--- config.mk ---
export PLATFORM = sky130hd
export DESIGN_NAME = pwr_sleep_ctrl
export DESIGN_NICKNAME = d
export VERILOG_FILES = /design/src/rtl/pwr_sleep_pkg.sv /design/src/rtl/pwr_wake_sync.sv /design/src/rtl/pwr_warm_counter.sv /design/src/rtl/pwr_sleep_ctrl.sv
export SDC_FILE = /design/constraint.sdc
export NUM_CORES = 1
export LEC_CHECK = 0
export ABC_AREA = 1
export ABC_CLOCK_PERIOD_IN_PS = 2020
export CAP_MARGIN = 20
export CORE_AREA = 2 2 43 45
export CTS_CLUSTER_SIZE = 30
export DETAILED_ROUTE_END_ITERATION = 8
export DIE_AREA = 0 0 45 47
export GPL_TIMING_DRIVEN = 0
export PLACE_DENSITY = 0.75
export SLEW_MARGIN = 15
export SYNTH_ARGS = -nofsm -noshare
export SYNTH_HDL_FRONTEND = slang
export SYNTH_SLANG_ARGS = --single-unit
--- constraint.sdc ---
create_clock -name clk_osc -period 2.02 [get_ports clk_osc]
set_clock_uncertainty 0.1 [all_clocks]
set_input_delay 0.202 -clock clk_osc [delete_from_list [all_inputs] [get_ports clk_osc]]
set_output_delay 0.202 -clock clk_osc [all_outputs]
set_load 0.005 [all_outputs]
--- src/rtl/pwr_sleep_pkg.sv ---
package pwr_sleep_pkg;

  typedef enum logic [1:0] {
    PS_WARM = 2'd0,
    PS_RUN  = 2'd1,
    PS_HALT = 2'd2,
    PS_STOP = 2'd3
  } pwr_state_t;

  // Next-state rule: deep sleep wins over light sleep; warm-up is not interruptible.
  function automatic pwr_state_t pwr_next(input pwr_state_t cur,
                                          input logic halt,
                                          input logic stop,
                                          input logic irq,
                                          input logic wake,
                                          input logic warm_done);
    pwr_state_t nxt;
    nxt = cur;
    case (cur)
      PS_WARM: if (warm_done) nxt = PS_RUN;
      PS_RUN: begin
        if (stop)      nxt = PS_STOP;
        else if (halt) nxt = PS_HALT;
      end
      PS_HALT: if (irq) nxt = PS_RUN;
      PS_STOP: if (wake) nxt = PS_WARM;
      default: nxt = PS_WARM;
    endcase
    return nxt;
  endfunction

  function automatic logic cpu_on(input pwr_state_t s);
    return s == PS_RUN;
  endfunction

  function automatic logic periph_on(input pwr_state_t s);
    return (s == PS_RUN) || (s == PS_HALT);
  endfunction

  // Edges from a port wake rising to ready rising.
  function automatic int wake_latency(input int sync_stages, input int warm_cycles);
    return sync_stages + 1 + warm_cycles;
  endfunction

endpackage

--- src/rtl/pwr_wake_sync.sv ---
module pwr_wake_sync #(
  parameter int STAGES = 2
) (
  input  logic clk,
  input  logic rst_n,
  input  logic async_in,
  output logic sync_out
);

  logic [STAGES-1:0] stage_q;

  for (genvar i = 0; i < STAGES; i++) begin : g_stage
    logic d;
    if (i == 0) begin : g_first
      assign d = async_in;
    end else begin : g_next
      assign d = stage_q[i-1];
    end
    always_ff @(posedge clk or negedge rst_n) begin
      if (!rst_n) stage_q[i] <= 1'b0;
      else        stage_q[i] <= d;
    end
  end

  assign sync_out = stage_q[STAGES-1];

endmodule

--- src/rtl/pwr_warm_counter.sv ---
module pwr_warm_counter #(
  parameter int CYCLES = 512
) (
  input  logic clk,
  input  logic rst_n,
  input  logic clear,
  input  logic run,
  output logic done
);

  localparam int CNT_W = (CYCLES > 1) ? $clog2(CYCLES) : 1;
  localparam logic [CNT_W-1:0] LAST = CNT_W'(CYCLES - 1);

  logic [CNT_W-1:0] cnt_q;

  assign done = run && (cnt_q == LAST);

  always_ff @(posedge clk or negedge rst_n) begin
    if (!rst_n)             cnt_q <= '0;
    else if (clear)         cnt_q <= '0;
    else if (run && !done)  cnt_q <= cnt_q + 1'b1;
  end

endmodule

--- src/rtl/pwr_sleep_ctrl.sv ---
module pwr_sleep_ctrl
  import pwr_sleep_pkg::*;
#(
  parameter int WARM_CYCLES = 512,
  parameter int SYNC_STAGES = 2
) (
  input  logic clk_osc,
  input  logic rst_n,
  input  logic halt_req,
  input  logic stop_req,
  input  logic irq_pending,
  input  logic port_wake,
  output logic cpu_clk_en,
  output logic osc_en,
  output logic periph_clk_en,
  output logic core_ready
);

  pwr_state_t state_q, state_d;
  logic       wake_sync;
  logic       warm_active;
  logic       warm_done;
  logic       warm_clear;

  pwr_wake_sync #(.STAGES(SYNC_STAGES)) u_sync (
    .clk      (clk_osc),
    .rst_n    (rst_n),
    .async_in (port_wake),
    .sync_out (wake_sync)
  );

  pwr_warm_counter #(.CYCLES(WARM_CYCLES)) u_warm (
    .clk   (clk_osc),
    .rst_n (rst_n),
    .clear (warm_clear),
    .run   (warm_active),
    .done  (warm_done)
  );

  assign warm_active = (state_q == PS_WARM);
  assign state_d     = pwr_next(state_q, halt_req, stop_req, irq_pending,
                                wake_sync, warm_done);
  assign warm_clear  = (state_d == PS_WARM) && !warm_active;

  always_ff @(posedge clk_osc or negedge rst_n) begin
    if (!rst_n) state_q <= PS_WARM;
    else        state_q <= state_d;
  end

  assign cpu_clk_en    = cpu_on(state_q);
  assign periph_clk_en = periph_on(state_q);
  assign core_ready    = periph_on(state_q);
  // The port wake restarts the oscillator without needing a clock edge.
  assign osc_en        = (state_q != PS_STOP) || port_wake;

endmodule

==> summary.md <==
| Metric | Value |
|---|---|
| Io pins | `10` |
| Syn Area/Cell | `between 8 and 9 sq um` |
| Yosys warnings | `0` |
| H-tree depth | `1` |
| Worst slew pin tran | `around 0.58 ns` |
| Top-area cell type share of the netlist area | `0.399` |
| Final Hold Fails | `0` |
| Metal-1 WL | `approximately 610 microns` |
| Met2 WL post-DR | `769 microns` |
| Max Freq | `515 MHz` |
| Slowest CP cell | `clkdlybuf4s50_1` |
| Pin count of the biggest net entering global routing | `14` |
| CP Launch Type | `flip-flop` |
| Worst path cell trace | `buf_4, ha_1, nand2_1, clkdlybuf4s50_1` |
| Met3 Routed Length | `about 50 microns` |
| Final min period | `about 2 ns` |
| Slowest stage delay, CP | `around 0.5 ns` |
| XOR/XNOR share of the synthesized area | `0.0215` |
| # port buffers | `9` |
| First-pass GRT wire length | `approximately 2400 microns` |
| Largest family of logic cells by synthesized area | `simple AND/OR/NAND/NOR gates` |
| Final Cycle Share | `0.962` |
| Gate Count Post-Synth | `95` |
| Clock slew at reported path FFs | `0.07 ns` |
| Combinational Power Share | `0.572` |
| Sw frac | `0.397` |
| GPL Wtd Cong | `~0.75` |
| Relative slew slack | `0.610` |
| WS Path Type | `reg2out` |
| Post-Synth Adder-Cell Area | `0.0922` |
| Mux cell area share after synthesis | `0` |
| Status | `finished, final reports clean` |
| Net Sw Power | `roughly 0.47 mW` |
| Tot GR Track Use | `0.159` |
| Hold Path Class | `in2async` |
| FF+latch count, synth | `13` |
| Cell area after synthesis | `approximately 800 sq um` |
| Synth Area in Simple Gates | `0.295` |
| Initial Utilization | `0.493` |
| Highest metal used | `met4` |
| Via count | `approximately 660` |
| Layout cells sized above 1 | `0.287` |
| Fin cells | `132` |
| Antenna violations before repair | `0` |
| Compound-Gate Fraction of Synth Area | `0.0906` |
| Sequential share of power | `0.300` |
| Post-synthesis sequential area ratio | `0.399` |
| Worst EP arrival | `roughly 1.6 ns` |
| Final ANT Viol Nets | `0` |
| Ranking of synthesized cells by area | `dfrtp_1, ha_1, inv_1, nand2_1, nand3_1` |
| R2R cell count | `11` |
| Internal power | `roughly 0.7 mW` |
| Drt first pass iters | `2` |
| Crit path buf inv count | `2` |
| DRC | `0` |
| Core area | `~1700 sq um` |
| Post-Route WL | `1440 microns` |
| Row count | `15` |
| Leakage power | `about 0.51 nW` |
| DP HPWL | `between 1000 and 1500 microns` |
| Power density over cell area | `1160 nW/um^2` |
| # placed instances | `between 100 and 150` |
| Peak VDD IR | `0.000700 V` |
| CTS max path bufs | `2` |
| TritonCTS clock tree | `yes` |
| Fin nets | `approximately 130` |
| Max_cap viols | `0` |
| Die Y | `47 microns` |
| Num Clock Sinks | `13` |
| Root Buffer | `clkbuf_4` |
| Ant diodes | `0` |
| Vias/cell | `~5` |
| Cts bufs inserted | `3` |
| Vias in the first global route | `a little under 600` |
| Clock Latency Late Sink | `approximately 0.26 ns` |
| Req. time, crit path | `roughly 1.7 ns` |
| Full die area | `about 2100 sq um` |
| Critical Path End Type | `primary output` |
| Avg WL per Cell | `about 11 microns` |
| Die width | `~45 microns` |
| Clk network pwr share | `0.129` |
| Worst-path fanout max | `4` |
| Top delay family on crit path | `buffers and inverters` |
| Stages on worst setup path | `4` |
| Syn Nets | `roughly 110` |
| Most frequent cells in the layout | `inv_1, nand2_1, dfrtp_1` |
| Yosys cell types | `24` |
| # setup viols final | `0` |
| Slew Viols, Final | `0` |
| Hold buffers post-CTS | `0` |
| Post-layout power | `1.18 mW` |
| Synth-to-Final Area Change | `25.0%` |
| DRT iter0 DRCs | `9` |
| Gr ovfl total | `0` |
| Leading area contributor after synthesis | `dfrtp_1` |
[power by group through the flow]
stage	logic (mW)	registers, mW	clock network (mW)
floorplan	0.422	0.356	0
global placement	0.581	0.368	0
detailed placement	0.588	0.369	0
CTS	0.595	0.367	0.161
global route	0.754	0.362	0.177
finish	0.677	0.355	0.152
[worst reg2reg max path, cell delays in order, from the launching register on]
cell and delay [ns]:
dfrtp_1 0.37, inv_2 0.06, nor3_4 0.21, nand3_1 0.12, nor3_2 0.21, ha_2 0.19
inv_1 0.07, nand2_4 0.11, nor2_2 0.06, nand2_1 0.08, xor2_1 0.18, a21oi_2 0.05
[layer usage]
metal,vias up,GRT usage
li1,338,-
met1,307,0.175
met2,8,0.291
met3,2,0.0346
met4,0,0.0706
met5,-,0
[state kept, by name, summed over array words and instances, names as in the netlist]
name	count
u_warm.cnt_q	9
u_sync.g_stage.d	1
state_q	2
u_sync.sync_out	1
[what timing repair did]
action                     4_1_cts  5_1_grt
setup endpoints to repair        1       11
gates resized for setup          1        5
setup buffers                    0        7
pin swaps                        0        4
[per-stage QoR]
| stage | setup slack, ns | instance area, sq um | setup TNS, ns | util | hold WS (ns) |
|---|---|---|---|---|---|
| after global routing | -0.0283 | 1020 | -0.150 | 0.617 | 0.233 |
| after global placement | 0.0997 | 926 | 0 | 0.561 | 0.232 |
| after CTS | 0.0126 | 953 | 0 | 0.577 | 0.220 |
| after floorplan | 0.289 | 815 | 0 | - | -0.194 |
| final | 0.0773 | 1020 | 0 | 0.617 | 0.203 |
| after detailed placement | 0.0783 | 926 | 0 | 0.561 | 0.236 |
[cell usage after synthesis (all sizes together)]
library cell,n
nand2,20
nor2,7
or2,1
nand3,11
buf,1
nor3,2
a21oi,5
ha,6
a31o,1
o21ai,5
xor2,2
dfrtp,13
and2,1
inv,20
[cells by family after synthesis]
group | Yosys count
AO/OA/AOI/OAI | 11
XOR/XNOR | 2
adder cells (fa/ha/maj) | 6
buffers and inverters | 21
flip-flops | 13
AND/OR/NAND/NOR | 42
[layout make-up]
cell class	instances	area [sq um]
multi-input cells	61	419
fillers	154	633
repair buffers	16	143
plain buffers	1	7.51
clock buffers	4	26.3
flip-flops and latches	13	327
well taps	17	21.3
inverters	20	75.1
[worst paths after layout]
kind,from,end,slack (ns)
min,rst_n,u_warm.cnt_q[5],0.20
max reg2reg,u_warm.cnt_q[4],u_warm.cnt_q[6],0.12
max in group asynchronous,rst_n,state_q[0],1.20
max,state_q[0],osc_en,0.08
min in group clk_osc,u_sync.g_stage[1].d,u_sync.sync_out,0.25
min reg2reg,u_sync.g_stage[1].d,u_sync.sync_out,0.25
Note: power is estimated with default switching activity, not from simulation.
